--- src/rtl/fiu_pkg.sv ---
package fiu_pkg;

    // Default datapath width of the unit.
    localparam int FIU_WIDTH = 12;

    // Rotate step contributed by distance bit k, reduced modulo the width.
    function automatic int stage_step(input int k, input int width);
        return (1 << k) % width;
    endfunction

endpackage

--- src/rtl/fiu_rotator.sv ---
module fiu_rotator #(
    parameter int WIDTH = fiu_pkg::FIU_WIDTH,
    parameter int SEL_W = $clog2(WIDTH)
) (
    input  logic [WIDTH-1:0] data_in,
    input  logic [SEL_W-1:0] amount,
    output logic [WIDTH-1:0] data_out
);

    logic [SEL_W:0][WIDTH-1:0] stage;

    assign stage[0] = data_in;

    // One conditional fixed rotation per distance bit.
    for (genvar k = 0; k < SEL_W; k++) begin : g_stage
        localparam int STEP = fiu_pkg::stage_step(k, WIDTH);
        logic [WIDTH-1:0] turned;
        if (STEP == 0) begin : g_identity
            assign turned = stage[k];
        end else begin : g_turn
            assign turned = (stage[k] << STEP) | (stage[k] >> (WIDTH - STEP));
        end
        assign stage[k+1] = amount[k] ? turned : stage[k];
    end

    assign data_out = stage[SEL_W];

endmodule

--- src/rtl/fiu_mask_gen.sv ---
module fiu_mask_gen #(
    parameter int WIDTH = fiu_pkg::FIU_WIDTH,
    parameter int IDX_W = $clog2(WIDTH)
) (
    input  logic [IDX_W-1:0] lo_edge,
    input  logic [IDX_W-1:0] hi_edge,
    output logic [WIDTH-1:0] mask
);

    // Each bit compares its own position against both edges.
    for (genvar i = 0; i < WIDTH; i++) begin : g_bit
        localparam logic [IDX_W-1:0] POS = IDX_W'(i);
        assign mask[i] = (lo_edge <= POS) && (POS <= hi_edge);
    end

endmodule

--- src/rtl/fiu_out_stage.sv ---
module fiu_out_stage #(
    parameter int WIDTH   = fiu_pkg::FIU_WIDTH,
    parameter bit REG_OUT = 1'b1
) (
    input  logic             clk,
    input  logic             rst_n,
    input  logic [WIDTH-1:0] word_d,
    input  logic             flag_d,
    output logic [WIDTH-1:0] word_q,
    output logic             flag_q
);

    if (REG_OUT) begin : g_reg
        always_ff @(posedge clk or negedge rst_n) begin
            if (!rst_n) begin
                word_q <= '0;
                flag_q <= 1'b0;
            end else begin
                word_q <= word_d;
                flag_q <= flag_d;
            end
        end
    end else begin : g_wire
        assign word_q = rst_n ? word_d : '0;
        assign flag_q = rst_n ? flag_d : 1'b0;
    end

endmodule

--- src/rtl/fiu_field_insert.sv ---
module fiu_field_insert #(
    parameter int WIDTH   = fiu_pkg::FIU_WIDTH,
    parameter int SEL_W   = $clog2(WIDTH),
    parameter bit REG_OUT = 1'b1
) (
    input  logic             clk,
    input  logic             rst_n,
    input  logic [WIDTH-1:0] a_word,
    input  logic [WIDTH-1:0] b_word,
    input  logic [SEL_W-1:0] rot_dist,
    input  logic [SEL_W-1:0] left_idx,
    input  logic [SEL_W-1:0] right_idx,
    output logic [WIDTH-1:0] ins_out,
    output logic             dist_bad
);

    localparam logic [SEL_W:0] DIST_LIMIT = (SEL_W+1)'(WIDTH);

    logic             bad_c;
    logic [SEL_W-1:0] dist_eff;
    logic [WIDTH-1:0] rotated;
    logic [WIDTH-1:0] field_mask;
    logic [WIDTH-1:0] merged;

    // Distances beyond the width are flagged and fall back to no rotation.
    assign bad_c    = {1'b0, rot_dist} >= DIST_LIMIT;
    assign dist_eff = bad_c ? '0 : rot_dist;

    fiu_rotator #(.WIDTH(WIDTH), .SEL_W(SEL_W)) u_rot (
        .data_in  (b_word),
        .amount   (dist_eff),
        .data_out (rotated)
    );

    fiu_mask_gen #(.WIDTH(WIDTH), .IDX_W(SEL_W)) u_mask (
        .lo_edge (left_idx),
        .hi_edge (right_idx),
        .mask    (field_mask)
    );

    assign merged = (field_mask & rotated) | (~field_mask & a_word);

    fiu_out_stage #(.WIDTH(WIDTH), .REG_OUT(REG_OUT)) u_out (
        .clk    (clk),
        .rst_n  (rst_n),
        .word_d (merged),
        .flag_d (bad_c),
        .word_q (ins_out),
        .flag_q (dist_bad)
    );

endmodule

--- config.mk ---
export PLATFORM = sky130hd
export DESIGN_NAME = fiu_field_insert
export DESIGN_NICKNAME = d
export VERILOG_FILES = /design/src/rtl/fiu_pkg.sv /design/src/rtl/fiu_rotator.sv /design/src/rtl/fiu_mask_gen.sv /design/src/rtl/fiu_out_stage.sv /design/src/rtl/fiu_field_insert.sv
export SDC_FILE = /design/constraint.sdc
export NUM_CORES = 1
export LEC_CHECK = 0
export BUFFER_PORTS_ARGS = -buffer_cell sky130_fd_sc_hd__buf_2
export CAP_MARGIN = 20
export CORE_MARGIN = 2
export CORE_UTILIZATION = 46
export CTS_CLUSTER_DIAMETER = 40
export DETAILED_ROUTE_END_ITERATION = 10
export PLACE_DENSITY = 0.84
export SYNTH_ARGS = -nofsm -noshare
export SYNTH_HDL_FRONTEND = slang
export SYNTH_SLANG_ARGS = --single-unit
--- constraint.sdc ---
create_clock -name clk -period 0.8 [get_ports clk]
set_input_delay 0.08 -clock clk [delete_from_list [all_inputs] [get_ports clk]]
set_output_delay 0.08 -clock clk [all_outputs]
set_load 0.02 [all_outputs]
==> impl_table.tex, run 1 <==
\begin{tabular}{lr}
\hline
Metric & Value \\
\hline
\multicolumn{2}{l}{\textbf{Hold path}} \\
\quad Hold path depth & 3 \\
\quad Worst min-delay path category & in2reg \\
\multicolumn{2}{l}{\textbf{Critical path}} \\
\quad Max Fanout on Critical Path & 6 \\
\quad Crit path kind & in2reg \\
\quad Count of cell instances traversed by the critical path & 7 \\
\quad Cell type of the slowest stage on the worst timing path & sky130\_fd\_sc\_hd\_\_a221o\_1 \\
\quad Delay-heaviest family, CP & compound AO/OA/AOI/OAI gates \\
\quad Combined buffer and inverter count along the critical path & 3 \\
\quad Largest stage delay on the critical path & 0.29 ns \\
\quad CP Data Required Time & 0.97 ns \\
\quad Endpoint arrival time on the critical path & around 1.3 ns \\
\quad Critical path startpoint category & primary input \\
\quad Cell mode on critical path & sky130\_fd\_sc\_hd\_\_buf\_12 \\
\quad CP Capture Type & flip-flop \\
\quad Worst path cell trace & buf\_12 -> buf\_12 -> a21boi\_4 -> buf\_4 -> o2bb2ai\_2 -> o21ai\_0 -> a221o\_1 \\
\multicolumn{2}{l}{\textbf{Run status}} \\
\quad Violated checks & setup timing \\
\quad Outcome & complete, but fails checks \\
\multicolumn{2}{l}{\textbf{Clocking}} \\
\quad Clock transition time at the flip-flop clock pins of the worst setup and hold paths & roughly 0.08 ns \\
\quad Buffers from clock root to sink, at most & 2 \\
\quad Clock tree from TritonCTS & yes \\
\quad Clock buffer count from CTS & 3 \\
\quad Root Buffer & sky130\_fd\_sc\_hd\_\_clkbuf\_4 \\
\quad Number of levels the H-tree was split into & 1 \\
\quad Number of clock sinks seen by CTS & 13 \\
\multicolumn{2}{l}{\textbf{Layout}} \\
\quad Layout cells sized above 1 & 55.44\% \\
\quad Area taken by multi-input logic gates & around 1300 µm² \\
\quad Number of cells in the finished layout apart from fillers & 338 \\
\quad Area growth, synth to finish & 79.77\% \\
\quad Sequential cell area & 325.3 µm² \\
\quad Final design area excluding fillers & 2724 µm² \\
\quad Layout Nets & 333 \\
\quad FILL cells & 162 \\
\quad Number of inserted diodes & 0 \\
\multicolumn{2}{l}{\textbf{Floorplanning}} \\
\quad Vertical die dimension & 61.39 µm \\
\quad Num ports & 51 \\
\quad Area enclosed by the die boundary & 3769 µm² \\
\quad Effective utilization at floorplan & 48.83\% \\
\quad DIE WIDTH & 61.39 µm \\
\quad FP Rows & 20 \\
\quad Area of the core & 3103 µm² \\
\multicolumn{2}{l}{\textbf{Synth}} \\
\quad Number of synthesized register bits & 13 \\
\quad Gate count after technology mapping & 196 \\
\quad Register area share after synthesis & between 20\% and 30\% \\
\quad Netlist area before placement & between 1500 and 2000 µm² \\
\quad Cells taking the most area after synthesis & sky130\_fd\_sc\_hd\_\_dfrtp\_1 (21\%), sky130\_fd\_sc\_hd\_\_mux4\_2 (5.9\%), sky130\_fd\_sc\_hd\_\_a21oi\_1 (5.3\%) \\
\quad Top-area cell type share of the netlist area & a little over a fifth \\
\quad Commonest cells post-synth & sky130\_fd\_sc\_hd\_\_a21oi\_1 (16), sky130\_fd\_sc\_hd\_\_nand2\_1 (16), sky130\_fd\_sc\_hd\_\_dfrtp\_1 (13), sky130\_fd\_sc\_hd\_\_nor2\_1 (13) \\
\quad Syn nets & roughly 230 \\
\quad Count of flip-flops with a built-in enable after synthesis & 0 \\
\quad Mean post-synth cell area & 7.731 µm² \\
\quad Share of flip-flops with an asynchronous set or reset after synthesis & 100.0\% \\
\quad Netlist cell types & 54 \\
\quad Library cell occupying the most area in the post-synthesis netlist & sky130\_fd\_sc\_hd\_\_dfrtp\_1 \\
\quad Warnings from Yosys & 0 \\
\quad Main synth FF type & sky130\_fd\_sc\_hd\_\_dfrtp\_1 \\
\multicolumn{2}{l}{\textbf{Timing}} \\
\quad Total count of max-transition violations in the final report & 0 \\
\quad Final-report setup violation count & 25 \\
\quad Crit path setup slack, layout & -0.3455 ns \\
\quad Setup repair after global routing missed its margin & yes \\
\quad Worst hold slack & 0.004416 ns \\
\quad Maximum clock frequency & 873.0 MHz \\
\quad Post-layout minimum cycle time & roughly 1.1 ns \\
\quad Slew @ Worst Pin & approximately 0.67 ns \\
\quad Slew headroom & between 50 and 60\% \\
\quad Final clock period utilization by the worst path & 143.2\% \\
\quad Number of hold violations in the final report & 0 \\
\multicolumn{2}{l}{\textbf{Drt}} \\
\quad Total vias in the final route & 2109 \\
\quad TritonRoute pass-1 iters & 4 \\
\quad Number of nets still failing antenna checks after routing & 0 \\
\quad Final routed DRC violation total & 0 \\
\quad Starting DRC count in detailed routing & approximately 190 \\
\quad Routed wire length & a little over 6000 µm \\
\quad Post-detailed-route via-to-cell ratio & 6.240 \\
\quad Mean routed wirelength per cell & approximately 18 µm \\
\multicolumn{2}{l}{\textbf{Pwr}} \\
\quad Worst-case vdd ir drop & 0.4961 mV \\
\quad Power Density & between 1000 and 1500 nW/µm² \\
\quad Tot Pwr & 2.737 mW \\
\quad Static power due to leakage & 1.207 nW \\
\multicolumn{2}{l}{\textbf{Global route}} \\
\quad Global-route wire length before repair & 9066 µm \\
\quad Number of antenna violations at the first check in global routing & 0 \\
\quad Pin count of the biggest net entering global routing & 14 \\
\quad Via count of the first global-routing pass & 2022 \\
\quad Global route total overflow & 0 \\
\quad GRT Resource Usage Total & about a third \\
\multicolumn{2}{l}{\textbf{Placement}} \\
\quad Input/output buffers & 50 \\
\quad RePlAce Congestion & 0.9132 \\
\quad Dpl ws & -0.7663 ns \\
\quad Instance area after placement & 2155 µm² \\
\quad Post-detail-place hpwl & 3623 µm \\
\quad Number of instances in the placed design & 319 \\
\multicolumn{2}{l}{\textbf{Flow run}} \\
\quad Number of max-cap violations & 0 \\
\hline
\end{tabular}
report_power, final:
part / internal [mW] / switching [mW]
Clock: 0.194 / 0.229
Sequential: 0.718 / 0.0283
Combinational: 0.817 / 0.752
Total: 1.73 / 1.01
state kept, by name, indices dropped and copies added (netlist names):
name and count:
u_out.flag_q 1, u_out.word_q 12
per-layer routing:
layer,vias to the layer above,routed length [µm],global-route usage (%)
met5,-,0,0
met4,0,242,15.81
met3,27,463,4.622
met2,120,3025,59.57
met1,1002,2386,36.25
li1,960,-,-
final timing paths:
check                            start               end  slack (ns)
max                        rot_dist[3]  u_out.word_q[11]       -0.35
min                          a_word[1]   u_out.word_q[1]       0.004
max in group asynchronous        rst_n   u_out.word_q[3]        0.33
min in group asynchronous        rst_n  u_out.word_q[10]        0.24
logic make-up (layout without fill, tap and decap cells):
logic type,count (synthesis),in the layout,share of synthesized area (%)
flip-flops,13,13,21.47
buffers and inverters,26,124,8.422
AO/OA/AOI/OAI,87,87,40.05
AND/OR/NAND/NOR,58,58,18.58
multiplexers,12,12,11.48
placed cells by master (no fill, tap or decap), types with 5 or more instances in the layout:
master,n
sky130_fd_sc_hd__buf_2,29
sky130_fd_sc_hd__buf_12,7
sky130_fd_sc_hd__o211ai_1,10
sky130_fd_sc_hd__nor3_1,5
sky130_fd_sc_hd__inv_1,5
sky130_fd_sc_hd__nand2_1,15
sky130_fd_sc_hd__a21oi_1,12
sky130_fd_sc_hd__buf_6,19
sky130_fd_sc_hd__nor2_1,9
sky130_fd_sc_hd__dfrtp_1,13
sky130_fd_sc_hd__buf_4,53
sky130_fd_sc_hd__nand3_1,6
sky130_fd_sc_hd__mux2i_1,5
sky130_fd_sc_hd__o21ai_0,9
what timing repair did:
action,in CTS,in global routing
pin swaps,20,18
endpoints found under the hold margin,13,0
resized for setup,81,12
buffers inserted,10,1
setup endpoints to repair,25,25
hold buffers,1,0
cloned,3,0
per-stage QoR:
| step | setup TNS (ns) | util [%] |
|---|---|---|
| CTS | -3.736 | 85.77 |
| global route | -5.025 | 87.78 |
| finish | -4.336 | 87.78 |
| detailed placement | -8.504 | 69.44 |
| global placement | -8.391 | 69.44 |
| floorplan | -5.022 | - |
layout make-up:
| type | instances | area share [%] |
|---|---|---|
| inverters | 7 | 1.011 |
| repair buffers | 113 | 36.89 |
| multi-input cells | 157 | 47.17 |
| flip-flops and latches | 13 | 11.94 |
| well taps | 44 | 2.021 |
| clock buffers | 4 | 0.9646 |
Power figures use the tool's default switching activity.
==> run 2: changes to the inputs <==
--- a/config.mk
+++ b/config.mk
@@ -7,11 +7,13 @@
 export LEC_CHECK = 0
 export BUFFER_PORTS_ARGS = -buffer_cell sky130_fd_sc_hd__buf_2
 export CAP_MARGIN = 20
+export CELL_PAD_IN_SITES_DETAIL_PLACEMENT = 1
+export CELL_PAD_IN_SITES_GLOBAL_PLACEMENT = 2
 export CORE_MARGIN = 2
-export CORE_UTILIZATION = 46
+export CORE_UTILIZATION = 25
 export CTS_CLUSTER_DIAMETER = 40
 export DETAILED_ROUTE_END_ITERATION = 10
-export PLACE_DENSITY = 0.84
+export PLACE_DENSITY = 0.75
 export SYNTH_ARGS = -nofsm -noshare
 export SYNTH_HDL_FRONTEND = slang
 export SYNTH_SLANG_ARGS = --single-unit
==> run 2 against run 1 <==
Against the previous run: the run still ends with setup timing left; critical path depth shrank 1; non-clock buffer count grew 9; setup slack lost 0.044 ns; final cell count grew 12%; sequential share of layout area shrank 0.42 points; combinational power grew 3%; sequential power grew 0.5%; clock power grew 39%; first-iteration DRC count shrank 53%; flip-flop and latch count is the same; maximum frequency shrank 3.7%; design area grew 3.7%; highest routed layer unchanged.
==> impl_table.tex, run 2 (synthesized netlist as in run 1, its figures left out) <==
\begin{tabular}{lr}
\hline
Metric & Value \\
\hline
\multicolumn{2}{l}{\textbf{Layout}} \\
\quad Top library cells by usage in the layout, fill and taps aside & sky130\_fd\_sc\_hd\_\_buf\_4 (62), sky130\_fd\_sc\_hd\_\_buf\_2 (32), sky130\_fd\_sc\_hd\_\_buf\_6 (19), sky130\_fd\_sc\_hd\_\_nand2\_1 (15), sky130\_fd\_sc\_hd\_\_dfrtp\_1 (13) \\
\quad Registers with the most flip-flops & u\_out.word\_q: 12 flops, u\_out.flag\_q: 1 flops \\
\quad Layout Nets & 342 (+2.7\%) \\
\quad Leading cell type in the layout, fill and taps excluded & sky130\_fd\_sc\_hd\_\_buf\_4 \\
\quad Flip-flop count of the largest register, all copies and words added & 12 (unchanged) \\
\quad Most flop-heavy register & u\_out.word\_q \\
\quad Sequential cell area & 325.3 µm² (unchanged) \\
\quad Number of inserted diodes & 0 (unchanged) \\
\quad Final design area excluding fillers & 2824 µm² (+3.7\%) \\
\quad Area taken by multi-input logic gates & 1319 µm² (+2.6\%) \\
\quad Area growth, synth to finish & 86.38\% \\
\quad Final core utilization & 47.98\% (-40 points) \\
\quad Layout cells sized above 1 & 57.43\% (+2.0 points) \\
\quad FILL cells & 697 (+330\%) \\
\multicolumn{2}{l}{\textbf{Pwr}} \\
\quad Logic gate share of total power & 54.6\% (-2.7 points) \\
\quad Sequential cell fraction of total power & 25.4\% (-1.9 points) \\
\quad Tot Pwr & 2.949 mW (+7.7\%) \\
\quad Static power due to leakage & 1.244 nW (+3.1\%) \\
\quad Worst-case vdd ir drop & 0.4791 mV (-3.4\%) \\
\quad Share of total power in the clock network & 20.0\% (+4.6 points) \\
\quad Power Density & 1044 nW/µm² (+3.9\%) \\
\quad Net switching power & 1.054 mW (+4.5\%) \\
\quad Int Pwr & 1.894 mW (+9.6\%) \\
\quad Switch share & 35.76\% (-1.1 points) \\
\multicolumn{2}{l}{\textbf{Drt}} \\
\quad TritonRoute pass-1 iters & 4 (unchanged) \\
\quad Mean routed wirelength per cell & 18.29 µm (+1.0\%) \\
\quad Post-detailed-route via-to-cell ratio & 5.394 (-14\%) \\
\quad Starting DRC count in detailed routing & 87 (-53\%) \\
\quad Final routed DRC violation total & 0 (unchanged) \\
\quad Routed wire length & 6912 µm (+13\%) \\
\quad Number of nets still failing antenna checks after routing & 0 (unchanged) \\
\quad Total vias in the final route & 2039 (-3.3\%) \\
\multicolumn{2}{l}{\textbf{Timing}} \\
\quad Slew headroom & 69.29\% (+15 points) \\
\quad Setup repair after global routing missed its margin & yes \\
\quad Total count of max-transition violations in the final report & 0 (unchanged) \\
\quad Worst hold slack & 0.03757 ns (+0.03316 ns) \\
\quad Slew @ Worst Pin & 0.4549 ns (-0.2165 ns) \\
\quad Maximum clock frequency & 840.5 MHz (-3.7\%) \\
\quad Post-layout minimum cycle time & 1.190 ns (+0.04422 ns) \\
\quad Number of hold violations in the final report & 0 (unchanged) \\
\quad Crit path setup slack, layout & -0.3897 ns (-0.04422 ns) \\
\quad Final-report setup violation count & 25 (unchanged) \\
\quad Final clock period utilization by the worst path & 148.7\% (+5.5 points) \\
\multicolumn{2}{l}{\textbf{Flow run}} \\
\quad Number of max-cap violations & 0 (unchanged) \\
\multicolumn{2}{l}{\textbf{Critical path}} \\
\quad Crit path kind & in2reg \\
\quad Critical path startpoint category & primary input \\
\quad Max Fanout on Critical Path & 6 (unchanged) \\
\quad CP Data Required Time & 0.93 ns (-0.04 ns) \\
\quad CP Capture Type & flip-flop \\
\quad Endpoint arrival time on the critical path & 1.32 ns (about the same) \\
\multicolumn{2}{l}{\textbf{Floorplanning}} \\
\quad Num ports & 51 (unchanged) \\
\quad Area enclosed by the die boundary & 6699 µm² (+78\%) \\
\quad DIE WIDTH & 81.85 µm (+33\%) \\
\quad FP Rows & 28 (+40\%) \\
\quad Vertical die dimension & 81.85 µm (+33\%) \\
\quad Effective utilization at floorplan & 25.74\% (-23 points) \\
\quad Area of the core & 5886 µm² (+90\%) \\
\multicolumn{2}{l}{\textbf{Clocking}} \\
\quad Clock buffer count from CTS & 3 (unchanged) \\
\quad Root Buffer & sky130\_fd\_sc\_hd\_\_clkbuf\_8 \\
\quad Buffers from clock root to sink, at most & 2 (unchanged) \\
\quad Number of clock sinks seen by CTS & 13 (unchanged) \\
\quad Number of levels the H-tree was split into & 1 (unchanged) \\
\quad Clock transition time at the flip-flop clock pins of the worst setup and hold paths & 0.05 ns (-0.03 ns) \\
\quad Clock tree from TritonCTS & yes \\
\multicolumn{2}{l}{\textbf{Placement}} \\
\quad Post-detail-place hpwl & 4974 µm (+37\%) \\
\quad Dpl ws & -0.8021 ns (-0.03577 ns) \\
\quad RePlAce Congestion & 0.8643 (-5.4\%) \\
\quad Input/output buffers & 50 (unchanged) \\
\quad Instance area after placement & 2233 µm² (+3.7\%) \\
\multicolumn{2}{l}{\textbf{Run status}} \\
\quad Outcome & complete, but fails checks \\
\quad Violated checks & setup timing \\
\multicolumn{2}{l}{\textbf{Global route}} \\
\quad GRT Resource Usage Total & 19.77\% (-13 points) \\
\quad Pin count of the biggest net entering global routing & 17 (+3) \\
\quad Global-route wire length before repair & 10070 µm (+11\%) \\
\quad Number of antenna violations at the first check in global routing & 0 (unchanged) \\
\quad Via count of the first global-routing pass & 2020 (-0.099\%) \\
\quad Global route total overflow & 0 (unchanged) \\
\multicolumn{2}{l}{\textbf{Hold path}} \\
\quad Worst min-delay path category & in2reg \\
\hline
\end{tabular}
run 2: cell types whose count changed in the layout (fill, tap and decap cells not counted), moves of 3 or more:
| cell | previous run | this run |
|---|---|---|
| sky130_fd_sc_hd__buf_2 | 29 | 32 |
| sky130_fd_sc_hd__o21ai_0 | 9 | 6 |
| sky130_fd_sc_hd__clkbuf_4 | 3 | 0 |
| sky130_fd_sc_hd__buf_16 | 3 | 0 |
| sky130_fd_sc_hd__clkbuf_8 | 0 | 3 |
| sky130_fd_sc_hd__buf_4 | 53 | 62 |
run 2: worst max-delay path: stages:
cell and delay [ns]:
sky130_fd_sc_hd__buf_12 0.11, sky130_fd_sc_hd__a21o_1 0.16, sky130_fd_sc_hd__mux4_2 0.51, sky130_fd_sc_hd__nand2_1 0.09, sky130_fd_sc_hd__a32oi_1 0.09, sky130_fd_sc_hd__mux2_4 0.26
run 2: metrics by stage:
stage	TNS [ns]	instances
6_report	-4.058	378
5_1_grt	-4.990	378
4_1_cts	-3.892	367
3_5_place_dp	-8.691	357
3_3_place_gp	-8.393	357
2_1_floorplan	-5.022	196
run 2: final timing paths:
| path | from | endpoint | cells after the start |
|---|---|---|---|
| max | rot_dist[3] | u_out.word_q[4] | 6 |
| min | a_word[1] | u_out.word_q[1] | 3 |
| max in group asynchronous | rst_n | u_out.word_q[0] | 2 |
| min in group asynchronous | rst_n | u_out.word_q[10] | 2 |
run 2: final cells by class:
type	count	share of cell area, %
repair buffers	122	35.93
clock buffers	4	1.595
inverters	7	0.9304
multi-input cells	157	46.70
flip-flops and latches	13	11.52
well taps	75	3.323
run 2: per-layer routing:
metal	wire, µm	track usage (%)	up-vias
li1	-	-	975
met1	3014	25.32	1000
met2	3565	35.28	56
met3	240	0.8791	8
met4	93	6.667	0
met5	0	0	-
run 2: power by group through the flow:
stage	Combinational (mW)	Sequential (mW)	Clock, mW
6_report	1.61	0.750	0.590
5_1_grt	1.73	0.756	0.634
4_1_cts	1.42	0.750	0.618
3_5_place_dp	1.23	0.746	0
3_3_place_gp	1.21	0.746	0
2_1_floorplan	0.617	0.828	0
run 2: repair_timing:
action / CTS / global route
hold endpoints to repair: 13 / 0
hold buffers: 1 / 0
gates resized for setup: 67 / 27
endpoints found under the setup margin: 25 / 25
gates cloned: 0 / 2
pin swaps: 32 / 22
buffers inserted: 7 / 10
==> run 3: changes to the inputs <==
--- a/config.mk
+++ b/config.mk
@@ -10,10 +10,11 @@
 export CELL_PAD_IN_SITES_DETAIL_PLACEMENT = 1
 export CELL_PAD_IN_SITES_GLOBAL_PLACEMENT = 2
 export CORE_MARGIN = 2
-export CORE_UTILIZATION = 25
+export CORE_UTILIZATION = 26
 export CTS_CLUSTER_DIAMETER = 40
 export DETAILED_ROUTE_END_ITERATION = 10
-export PLACE_DENSITY = 0.75
+export PLACE_DENSITY = 0.74
 export SYNTH_ARGS = -nofsm -noshare
 export SYNTH_HDL_FRONTEND = slang
+export SYNTH_HIERARCHICAL = 1
 export SYNTH_SLANG_ARGS = --single-unit
==> run 3 against run 2 <==
Against the previous run: the flow still finishes with violations (setup timing); core utilization is 6.8 points lower; power is 15% lower; worst hold slack better by 0.021 ns; sequential share of layout area grew 5.2 points; via count is 36% lower; critical path depth up 1; combinational power is 29% lower; largest cell class unchanged.
==> impl_table.tex, run 3 <==
\begin{tabular}{lr}
\hline
Metric & Value \\
\hline
\multicolumn{2}{l}{\textbf{Run status}} \\
\quad Outcome & complete, but fails checks \\
\quad Violated checks & setup timing \\
\multicolumn{2}{l}{\textbf{Synth}} \\
\quad Share of flip-flops with an asynchronous set or reset after synthesis & 100.0\% (unchanged) \\
\quad Register area share after synthesis & 25.49\% (+4.0 points) \\
\quad Mean post-synth cell area & 10.82 µm² (+40\%) \\
\quad Commonest cells post-synth & sky130\_fd\_sc\_hd\_\_o21ai\_0 (15), sky130\_fd\_sc\_hd\_\_dfrtp\_1 (13), sky130\_fd\_sc\_hd\_\_nand2\_1 (13), sky130\_fd\_sc\_hd\_\_a22oi\_1 (12), sky130\_fd\_sc\_hd\_\_mux2\_4 (12) \\
\quad Library cell occupying the most area in the post-synthesis netlist & sky130\_fd\_sc\_hd\_\_dfrtp\_1 \\
\quad Gate count after technology mapping & 118 (-40\%) \\
\quad Most repeated cell in the gate-level netlist after synthesis & sky130\_fd\_sc\_hd\_\_o21ai\_0 \\
\quad Count of flip-flops with a built-in enable after synthesis & 0 (unchanged) \\
\quad Cells taking the most area after synthesis & sky130\_fd\_sc\_hd\_\_dfrtp\_1 (25\%), sky130\_fd\_sc\_hd\_\_mux2\_4 (14\%), sky130\_fd\_sc\_hd\_\_mux4\_2 (14\%) \\
\quad Netlist cell types & 29 (-46\%) \\
\quad Syn nets & 156 (-33\%) \\
\quad Top-area cell type share of the netlist area & 25.49\% (+4.0 points) \\
\quad Warnings from Yosys & 6 (+6) \\
\quad Main synth FF type & sky130\_fd\_sc\_hd\_\_dfrtp\_1 \\
\quad Netlist area before placement & 1276 µm² (-16\%) \\
\quad Number of synthesized register bits & 13 (unchanged) \\
\multicolumn{2}{l}{\textbf{Layout}} \\
\quad Layout cells sized above 1 & 61.96\% (+4.5 points) \\
\quad Registers with the most flip-flops & u\_out/word\_q: 12 flops, u\_out/flag\_q: 1 flops \\
\quad Final core utilization & 41.14\% (-6.8 points) \\
\quad Most flop-heavy register & u\_out/word\_q \\
\quad Leading cell type in the layout, fill and taps excluded & sky130\_fd\_sc\_hd\_\_buf\_2 \\
\quad Top library cells by usage in the layout, fill and taps aside & sky130\_fd\_sc\_hd\_\_buf\_2 (35), sky130\_fd\_sc\_hd\_\_buf\_4 (19), sky130\_fd\_sc\_hd\_\_o21ai\_0 (15), sky130\_fd\_sc\_hd\_\_buf\_6 (13), sky130\_fd\_sc\_hd\_\_dfrtp\_1 (13) \\
\quad Area growth, synth to finish & 52.25\% \\
\quad Flip-flop count of the largest register, all copies and words added & 12 (unchanged) \\
\quad Number of inserted diodes & 0 (unchanged) \\
\quad Final design area excluding fillers & 1943 µm² (-31\%) \\
\quad Layout Nets & 223 (-35\%) \\
\quad Number of cells in the finished layout apart from fillers & 251 (-34\%) \\
\multicolumn{2}{l}{\textbf{Floorplanning}} \\
\quad Area of the core & 4723 µm² (-20\%) \\
\quad Effective utilization at floorplan & 27.02\% (+1.3 points) \\
\quad Vertical die dimension & 74.06 µm (-9.5\%) \\
\quad Area enclosed by the die boundary & 5485 µm² (-18\%) \\
\quad FP Rows & 25 (-11\%) \\
\quad DIE WIDTH & 74.06 µm (-9.5\%) \\
\quad Num ports & 51 (unchanged) \\
\multicolumn{2}{l}{\textbf{Drt}} \\
\quad Starting DRC count in detailed routing & 69 (-21\%) \\
\quad Mean routed wirelength per cell & 16.78 µm (-8.2\%) \\
\quad Topmost layer with routed signal wires & met4 \\
\quad Post-detailed-route via-to-cell ratio & 5.187 (-3.8\%) \\
\quad Total vias in the final route & 1302 (-36\%) \\
\quad Met3 Routed Length & 214 µm (-11\%) \\
\quad TritonRoute pass-1 iters & 4 (unchanged) \\
\quad Number of nets still failing antenna checks after routing & 0 (unchanged) \\
\quad Routed wire length & 4212 µm (-39\%) \\
\quad Post-Route M1 WL & 1736 µm (-42\%) \\
\quad Routed met2 length & 2216 µm (-38\%) \\
\quad Final routed DRC violation total & 0 (unchanged) \\
\multicolumn{2}{l}{\textbf{Global route}} \\
\quad Number of antenna violations at the first check in global routing & 0 (unchanged) \\
\quad Pin count of the biggest net entering global routing & 14 (-3) \\
\quad Global route total overflow & 0 (unchanged) \\
\quad Via count of the first global-routing pass & 1431 (-29\%) \\
\quad Global-route wire length before repair & 6872 µm (-32\%) \\
\quad GRT Resource Usage Total & 16.29\% (-3.5 points) \\
\multicolumn{2}{l}{\textbf{Timing}} \\
\quad Maximum clock frequency & 666.9 MHz (-21\%) \\
\quad Crit path setup slack, layout & -0.6994 ns (-0.3097 ns) \\
\quad Slew headroom & 68.94\% (-0.35 points) \\
\quad Setup repair after global routing missed its margin & yes \\
\quad Slew @ Worst Pin & 0.4647 ns (+0.009853 ns) \\
\quad Number of hold violations in the final report & 0 (unchanged) \\
\quad Post-layout minimum cycle time & 1.499 ns (+0.3097 ns) \\
\quad Worst hold slack & 0.05893 ns (+0.02135 ns) \\
\quad Final clock period utilization by the worst path & 187.4\% (+39 points) \\
\quad Final-report setup violation count & 25 (unchanged) \\
\quad Total count of max-transition violations in the final report & 0 (unchanged) \\
\multicolumn{2}{l}{\textbf{Clocking}} \\
\quad Root Buffer & sky130\_fd\_sc\_hd\_\_clkbuf\_8 \\
\quad Buffers from clock root to sink, at most & 2 (unchanged) \\
\quad Clock transition time at the flip-flop clock pins of the worst setup and hold paths & 0.06 ns (about the same) \\
\quad Number of levels the H-tree was split into & 1 (unchanged) \\
\quad Clock tree from TritonCTS & yes \\
\quad Clock buffer count from CTS & 3 (unchanged) \\
\quad Number of clock sinks seen by CTS & 13 (unchanged) \\
\multicolumn{2}{l}{\textbf{Pwr}} \\
\quad Power Density & 1285 nW/µm² (+23\%) \\
\quad Static power due to leakage & 0.8522 nW (-32\%) \\
\quad Worst-case vdd ir drop & 0.4043 mV (-16\%) \\
\multicolumn{2}{l}{\textbf{Placement}} \\
\quad Input/output buffers & 50 (unchanged) \\
\quad RePlAce Congestion & 0.8446 (-2.3\%) \\
\quad Instance area after placement & 1722 µm² (-23\%) \\
\quad Post-detail-place hpwl & 3448 µm (-31\%) \\
\quad Dpl ws & -1.042 ns (-0.2397 ns) \\
\quad Number of instances in the placed design & 244 (-32\%) \\
\multicolumn{2}{l}{\textbf{Critical path}} \\
\quad Endpoint arrival time on the critical path & 1.64 ns (+0.32 ns) \\
\quad CP Data Required Time & 0.94 ns (about the same) \\
\quad CP Capture Type & flip-flop \\
\quad Cell type of the slowest stage on the worst timing path & sky130\_fd\_sc\_hd\_\_mux4\_2 \\
\quad Crit path kind & in2reg \\
\quad Critical path startpoint category & primary input \\
\quad Max Fanout on Critical Path & 6 (unchanged) \\
\quad Worst path cell trace & buf\_8 -> a21boi\_4 -> buf\_12 -> mux4\_2 -> a22oi\_1 -> nand2\_1 -> mux2\_4 \\
\quad Largest stage delay on the critical path & 0.53 ns (+0.02 ns) \\
\multicolumn{2}{l}{\textbf{Hold path}} \\
\quad Hold path depth & 2 (-1) \\
\quad Worst min-delay path category & in2reg \\
\multicolumn{2}{l}{\textbf{Flow run}} \\
\quad Number of max-cap violations & 0 (unchanged) \\
\hline
\end{tabular}
## run 3: final cells by class
| class | instances | area (µm²) |
|---|---|---|
| fillers | 537 | 2780 |
| multi-input cells | 94 | 940.9 |
| repair buffers | 72 | 544.3 |
| flip-flops and latches | 13 | 325.3 |
| well taps | 67 | 83.83 |
| clock buffers | 4 | 45.04 |
| inverters | 1 | 3.754 |
## run 3: metrics by stage
stage,setup TNS (ns),power (mW)
2_1_floorplan,-8.951,1.343
3_3_place_gp,-11.44,1.696
3_5_place_dp,-11.83,1.734
4_1_cts,-9.192,2.488
5_1_grt,-9.423,2.635
6_report,-8.527,2.497
## run 3: timing repair
item | 4_1_cts | 5_1_grt
gates resized for setup | 36 | 13
hold buffers | 1 | 0
setup buffers | 2 | 0
endpoints found under the setup margin | 25 | 25
endpoints found under the hold margin | 13 | 0
pin swaps | 3 | 7
cloned | 1 | 0
## run 3: worst max-delay path: cells and delay by family
kind	cells	cell delay (ns)
multiplexers	2	0.79
AO/OA/AOI/OAI	2	0.39
buffers and inverters	2	0.25
AND/OR/NAND/NOR	1	0.11
## run 3: cells by family (layout without fill, tap and decap cells)
kind of cell    count (synthesis)  count (layout)  share of synthesized area (%)
compound gates                 43              43                          22.94
buf+inv                        11              77                          4.901
flops                          13              13                          25.49
mux                            24              24                          36.47
simple gates                   27              27                          10.20
## run 3: per-layer routing
layer  GRT usage, %  vias up
li1               -      600
met2          30.85       51
met3          2.033        5
met5              0        -
met1          19.21      646
met4          4.444        0
## run 3: report_power, final
part	internal (mW)	switching, mW
sequential	0.722	0.0332
combinational	0.604	0.535
clock	0.352	0.250
## run 3: path summary, 6_finish.rpt
kind	endpoint	slack [ns]	start
setup / recovery	u_out/word_q[6]	-0.70	rot_dist[3]
hold / removal	u_out/word_q[9]	0.06	a_word[9]
min in group asynchronous	u_out/word_q[10]	0.27	rst_n
max in group asynchronous	u_out/word_q[4]	0.29	rst_n
